File: config.mk
export PLATFORM = sky130hd
export DESIGN_NAME = alu_invop
export DESIGN_NICKNAME = d
export VERILOG_FILES = /design/src/rtl/alu_invop_pkg.sv /design/src/rtl/alu_operand_cond.sv /design/src/rtl/alu_ripple_adder.sv /design/src/rtl/alu_flag_unit.sv /design/src/rtl/alu_invop.sv
export SDC_FILE = /design/constraint.sdc
export NUM_CORES = 1
export LEC_CHECK = 0
export BUFFER_PORTS_ARGS = -buffer_cell sky130_fd_sc_hd__buf_4
export CAP_MARGIN = 20
export CORE_MARGIN = 3
export CORE_UTILIZATION = 54
export DETAILED_ROUTE_END_ITERATION = 8
export PLACE_DENSITY = 0.9
export SLEW_MARGIN = 20
export SYNTH_ARGS = -nofsm -noshare
export SYNTH_HDL_FRONTEND = slang
export SYNTH_HIERARCHICAL = 1
export SYNTH_SLANG_ARGS = --single-unit
File: constraint.sdc
create_clock -name vclk -period 13.7
set_input_delay 1.37 -clock vclk [all_inputs]
set_output_delay 1.37 -clock vclk [all_outputs]
set_load 0.005 [all_outputs]
File: src/rtl/alu_invop_pkg.sv
package alu_invop_pkg;

  typedef enum logic [1:0] {
    FN_AND  = 2'b00,
    FN_OR   = 2'b01,
    FN_ADD  = 2'b10,
    FN_NONE = 2'b11
  } fn_e;

  // one-bit full adder: {carry, sum}
  function automatic logic [1:0] full_add(input logic x, input logic y, input logic ci);
    logic s;
    logic co;
    s  = x ^ y ^ ci;
    co = (x & y) | (ci & (x ^ y));
    return {co, s};
  endfunction

  // signed overflow from the carries around the top bit
  function automatic logic ovf_from_carries(input logic c_into_msb, input logic c_out_msb);
    return c_into_msb ^ c_out_msb;
  endfunction

endpackage

File: src/rtl/alu_operand_cond.sv
module alu_operand_cond #(
  parameter int W = 16
) (
  input  logic [W-1:0] din,
  input  logic         invert,
  output logic [W-1:0] dout
);
  for (genvar i = 0; i < W; i++) begin : g_bit
    assign dout[i] = din[i] ^ invert;
  end
endmodule

File: src/rtl/alu_ripple_adder.sv
module alu_ripple_adder
  import alu_invop_pkg::*;
#(
  parameter int W = 16
) (
  input  logic [W-1:0] x,
  input  logic [W-1:0] y,
  input  logic         cin,
  output logic [W-1:0] sum,
  output logic         c_into_msb,
  output logic         c_out
);
  logic [W:0] carry;
  assign carry[0] = cin;

  for (genvar i = 0; i < W; i++) begin : g_fa
    logic [1:0] fa;
    assign fa         = full_add(x[i], y[i], carry[i]);
    assign sum[i]     = fa[0];
    assign carry[i+1] = fa[1];
  end

  assign c_into_msb = carry[W-1];
  assign c_out      = carry[W];
endmodule

File: src/rtl/alu_flag_unit.sv
module alu_flag_unit
  import alu_invop_pkg::*;
#(
  parameter int W = 16
) (
  input  logic [W-1:0] res,
  input  logic         c_into_msb,
  input  logic         c_out,
  output logic         carry_flag,
  output logic         sign_flag,
  output logic         ovf_flag,
  output logic         zero_flag
);
  assign carry_flag = c_out;
  assign ovf_flag   = ovf_from_carries(c_into_msb, c_out);
  assign sign_flag  = res[W-1];
  assign zero_flag  = ~|res;
endmodule

File: src/rtl/alu_invop.sv
module alu_invop
  import alu_invop_pkg::*;
#(
  parameter int N = 16
) (
  input  logic [N-1:0] opa,
  input  logic [N-1:0] opb,
  input  logic         inv_a,
  input  logic         inv_b,
  input  logic         carry_in,
  input  logic [1:0]   fn_sel,
  output logic [N-1:0] result,
  output logic         carry_out,
  output logic         sign,
  output logic         overflow,
  output logic         zero
);
  localparam int MSB = N - 1;

  logic [N-1:0] cond_a, cond_b, sum, and_v, or_v;
  logic         c_msb_in, c_msb_out;
  logic [2:0]   fn_onehot;   // {add, or, and}

  alu_operand_cond #(.W(N)) u_cond_a (.din(opa), .invert(inv_a), .dout(cond_a));
  alu_operand_cond #(.W(N)) u_cond_b (.din(opb), .invert(inv_b), .dout(cond_b));

  alu_ripple_adder #(.W(N)) u_add (
    .x(cond_a), .y(cond_b), .cin(carry_in),
    .sum(sum), .c_into_msb(c_msb_in), .c_out(c_msb_out)
  );

  assign and_v = cond_a & cond_b;
  assign or_v  = cond_a | cond_b;

  always_comb begin
    fn_onehot = 3'b000;
    case (fn_e'(fn_sel))
      FN_AND:  fn_onehot = 3'b001;
      FN_OR:   fn_onehot = 3'b010;
      FN_ADD:  fn_onehot = 3'b100;
      default: fn_onehot = 3'b000;
    endcase
  end

  always_comb begin
    result = '0;
    for (int i = 0; i <= MSB; i++) begin
      result[i] = (fn_onehot[0] & and_v[i]) |
                  (fn_onehot[1] & or_v[i])  |
                  (fn_onehot[2] & sum[i]);
    end
  end

  alu_flag_unit #(.W(N)) u_flags (
    .res(result), .c_into_msb(c_msb_in), .c_out(c_msb_out),
    .carry_flag(carry_out), .sign_flag(sign), .ovf_flag(overflow), .zero_flag(zero)
  );
endmodule

======== Word-level counts from Yosys, hierarchy flattened ========
Index checks and enable logic that the tools add are counted.
word-level totals
  latch bits .............................. 0
  bits in registers ....................... 0
  word-level logic and storage cells ...... 201
  input bits .............................. 37
  output and inout port bits .............. 20
  bits in writable memories ............... 0
  memories kept ........................... 0
  bits in read-only memories .............. 0
cells by class
  shift-type cells ........................ 0
  bitwise gates (word level) .............. 195
  reductions and logical operators ........ 3
  multiply operators ...................... 0
  $lt $le $gt $ge ......................... 0
  muxes and demuxes ....................... 1
  div/mod/pow operators ................... 0
  $add $sub $neg .......................... 0
  equal/unequal tests ..................... 2
operator list
  cell                                            number
  AND 1 bit                                       80
  bitwise XOR 1 bit                               65
  bitwise OR 1 bit                                48
  AND 16 bit                                      1
  bitwise OR 16 bit                               1
  OR reduction 16 bit                             1
  one-hot mux 3 bit (3 select lines)              1
  == test 2 x 1 -> 1 bit (second input constant)  1
  == test 2 bit (second input constant)           1
  logical NOT 2 bit                               1
  logical NOT 1 bit                               1

======== Longest topological paths before layout ========
  depth in word-level cells ............... 37
  mapped depth ............................ 25
  gate-level depth less buffers ........... 23

======== Modules after synthesis ========
The synthesis kept the hierarchy.
by module, submodules not included
  module            instances  seq. area each (µm²)  area each (µm²)  cells an instance
  alu_invop         1          0.0                   446.7            70
  alu_ripple_adder  1          0.0                   350.3            24
  alu_operand_cond  2          0.0                   171.4            18
  alu_flag_unit     1          0.0                   57.6             8

======== Worst setup path after synthesis ========
Ideal clock, no wire load.
  kind .................................... input to output
  start ................................... input inv_b
  end ..................................... output zero
  slack ................................... 4013 ps
  cell stages on the path ................. 25
  arrival time ............................ 8317 ps
  buffers on the path ..................... 2
  cell sequence ........................... buf_6 -> buf_12 -> xor2_1 -> fa_1 -> fa_1 -> fa_1 -> fa_1 -> fa_1 -> fa_1 -> fa_1 -> fa_1 -> fa_1 -> fa_1 -> fa_1 -> fa_1 -> fa_1 -> inv_1 -> fa_1 -> fa_1 -> inv_1 -> fa_1 -> nand2b_2 -> a22oi_1 -> nor4_1 -> and4_1
between the ends
  cells in the longest elaborated chain, start to end .. 37
  elaborated cells between the ends (all ways) .. 177
  classes of those cells .................. 175 x bitwise; 2 x reduce/logical
RTL lines
  what                   line                   source
  start, declared        alu_invop.sv:9         input logic inv_b,
  bitwise XOR 1 bit *    alu_operand_cond.sv:9  assign dout[i] = din[i] ^ invert;
  net cond_b[0]          alu_invop.sv:20        logic [N-1:0] cond_a, cond_b, sum, and_v, or_v;
  bitwise XOR 1 bit      alu_invop_pkg.sv:15    co = (x & y) | (ci & (x ^ y));
  AND 1 bit              alu_invop_pkg.sv:15
  bitwise OR 1 bit *     alu_invop_pkg.sv:15
  AND 1 bit *            alu_invop_pkg.sv:15
  bitwise OR 1 bit *     alu_invop_pkg.sv:15
  AND 1 bit *            alu_invop_pkg.sv:15
  [25 not listed]        --
  net c_msb_in           alu_invop.sv:21        logic c_msb_in, c_msb_out;
  bitwise XOR 1 bit *    alu_invop_pkg.sv:14    s = x ^ y ^ ci;
  net sum[15]            alu_invop.sv:20
  AND 1 bit *            alu_invop.sv:50        (fn_onehot[2] & sum[i]);
  bitwise OR 1 bit *     alu_invop.sv:49        (fn_onehot[1] & or_v[i]) |
  net result[15]         alu_invop.sv:12        output logic [N-1:0] result,
  OR reduction 16 bit *  alu_flag_unit.sv:17    assign zero_flag = ~|res;
  logical NOT 1 bit *    alu_flag_unit.sv:17
  end, declared          alu_invop.sv:16        output logic zero
Mark *: on every way through the listed nets, which the timed path passes. The rest lies on a longest branch.

======== Worst setup path after layout ========
  start ................................... input inv_b
  end ..................................... output zero
between the ends
  cells in the longest elaborated chain, start to end .. 37
  elaborated cells between the ends (all ways) .. 177
  classes of those cells .................. 175 x bitwise; 2 x reduce/logical
RTL lines
  what                   line
  bitwise XOR 1 bit *    alu_operand_cond.sv:9
  net cond_b[0]          alu_invop.sv:20
  bitwise XOR 1 bit      alu_invop_pkg.sv:15
  AND 1 bit              alu_invop_pkg.sv:15
  bitwise OR 1 bit *     alu_invop_pkg.sv:15
  AND 1 bit *            alu_invop_pkg.sv:15
  bitwise OR 1 bit *     alu_invop_pkg.sv:15
  AND 1 bit *            alu_invop_pkg.sv:15
  [24 not listed]        --
  bitwise OR 1 bit *     alu_invop_pkg.sv:15
  net c_msb_in           alu_invop.sv:21
  bitwise XOR 1 bit *    alu_invop_pkg.sv:14
  net sum[15]            alu_invop.sv:20
  AND 1 bit *            alu_invop.sv:50
  bitwise OR 1 bit *     alu_invop.sv:49
  OR reduction 16 bit *  alu_flag_unit.sv:17
  logical NOT 1 bit *    alu_flag_unit.sv:17
Marked as above.

==> flow_summary.yaml <==
status:
  status: "complete, no violations"
timing:
  maxSlewHeadroom_pct: 76.0
  slew_violations: 0
  rsz0062_at_grt: "no"
  post-route-period-util_pct: 74.3
  finalHoldViolCount: 0
  worstMarginPinSlew_ps: 358
  max_freq_mhz: 98.2
  fin_crit_ps: 10180
  setup_viol: 0
  finalSetupTns_ps: 0
global_route:
  grt_pass1_vias: 1194
  grt-ovfl-total: 0
  grt_max_degree: 33
  track_usage_pct: 22.3
  antenna_found_initial: 0
  grt_pass1_wl_um: 4830
floorplanning:
  die-width_um: 53.1
  initial_core_util_pct: 59.2
  fp.dieH_um: 53.1
  rows: 16
  coreArea_mm2: 0.00202
  num_io_pins: 57
  dieArea_mm2: 0.00282
logic_synthesis:
  syn_nets: 191
  seq_area_frac_synth_pct: 0
  netlist-cell-type-count: 17
  avgSynthCellArea_um2: 8.68
  syn_inst: 138
  synth_area_mm2: 0.00120
  yosys_warnings: 6
worst_setup_path:
  setup.worst_path.class: "in2out"
  crit_required_ps: 12330
  cp_top_family: "adder cells"
  path_max_fanout: 16
  worst_path_largest_cell_delay_ps: 450
  endpoint: "zero"
  critPathLaunchType: "input pin"
  crit_slowest_cell: "fa_1"
  startpoint: "inv_b"
  critPathCaptureType: "output pin"
  cpMostUsedCell: "fa_1"
  crit_buf_inv: 4
  cp.arrival_ps: 8810
  crit_cells: 25
clock_network:
  hold_buffers: 0
  cts_setup_buffers: 0
  cts_resized: 0
routing:
  post-route-drc-count: 0
  firstDrtPassIters: 4
  wire_per_inst_um: 14.0
  avgViaCountPerCell: 5.50
  routed_wirelength_um: 2950
  vias: 1154
  ant_nets: 0
  drtIter0Drc: 21
layout:
  area_delta_synth_final_pct: 28.0
  regArea_um2: 0
  mostFrequentLayoutCell: "buf_4"
  final_area_mm2: 0.00153
  drive_gt1_share_pct: 33.3
  diodes: 0
  layout_common_cells: "57 x buf_4, 33 x xor2_1, 16 x a21oi_1, 16 x fa_1, 15 x a22oi_1"
  clockBufferCount: 0
  flops_and_latches: 0
  final_nets: 238
placement:
  port_buffers: 57
  placedInstanceArea_mm2: 0.00153
  hpwl_um: 2420
  gp_congestion: 0.752
power_and_ir_drop:
  p_leak_nw: 0.710
  powerDensity_mw_per_mm2: 59.4
  vdd_drop_max_mv: 0.0384
job:
  cap_violations: 0
min_path:
  min_path_type: "in2out"
-- report_power, final --
part	internal [W]	total (W)	switching [W]	leakage (nW)
Clock	0	0	0	0
Combinational	0.0000450	0.0000910	0.0000460	0.710
Sequential	0	0	0	0
Total	0.0000450	0.0000910	0.0000460	0.710
-- through the flow --
step                      hold slack [ps]  util [%]  worst slack, ps  cells   power, W
after global placement               3240      75.8             3630    210  0.0000860
after detailed placement             3250      75.8             3550    210  0.0000912
after CTS                            3250      75.8             3520    210  0.0000915
final                                3250      75.8             3520    210  0.0000910
after global routing                 3310      75.8             3280    210   0.000102
after floorplan                      2910         -             4010    138  0.0000589
-- cells in the mapped netlist --
master / n / share of area (%)
a21oi_1: 16 / 6.7
a22oi_1: 15 / 9.4
a22oi_2: 1 / 1.0
and4_1: 1 / 0.73
buf_12: 2 / 3.3
buf_2: 3 / 1.3
buf_4: 2 / 1.3
buf_6: 5 / 4.7
fa_1: 16 / 27
inv_1: 8 / 2.5
nand2b_1: 13 / 6.8
nand2b_2: 2 / 1.5
nand2b_4: 1 / 1.1
nor4_1: 4 / 2.1
o21ai_0: 13 / 5.4
o21ai_1: 3 / 1.3
xor2_1: 33 / 24
-- per-layer routing --
layer / global-route usage [%] / vias up / routed length [µm]
met5: 0 / - / 0
met4: 2.55 / 0 / 0
met3: 0 / 0 / 157
met2: 46.5 / 34 / 1680
met1: 25.5 / 559 / 1110
li1: - / 561 / -
-- cell families after synthesis --
group                      after synthesis  share of synthesized area [%]
buffers and inverters                   20                           13.1
adders and majority gates               16                           26.8
and+or+nand+nor                         21                           12.2
AOI/OAI and AO/OA                       48                           23.8
xor gates and xnor gates                33                           24.1
-- final cells by class --
class | instances | area, µm²
Multi-Input combinational cell | 118 | 1040
Tap cell | 27 | 33.8
Fill cell | 163 | 489
Timing Repair Buffer | 57 | 428
Inverter | 8 | 30.0
-- worst min-delay path by stage --
stage / endpoint / depth (start not counted) / slack [ps] / startpoint
2_1_floorplan: result[0] / 2 / 2910 / fn_sel[0]
3_3_place_gp: result[14] / 5 / 3240 / opb[14]
3_5_place_dp: result[3] / 4 / 3250 / fn_sel[0]
4_1_cts: result[3] / 4 / 3250 / fn_sel[0]
5_1_grt: result[5] / 4 / 3310 / fn_sel[0]
6_report: result[3] / 4 / 3250 / fn_sel[0]
No activity file was read; power rests on OpenSTA's default activity.
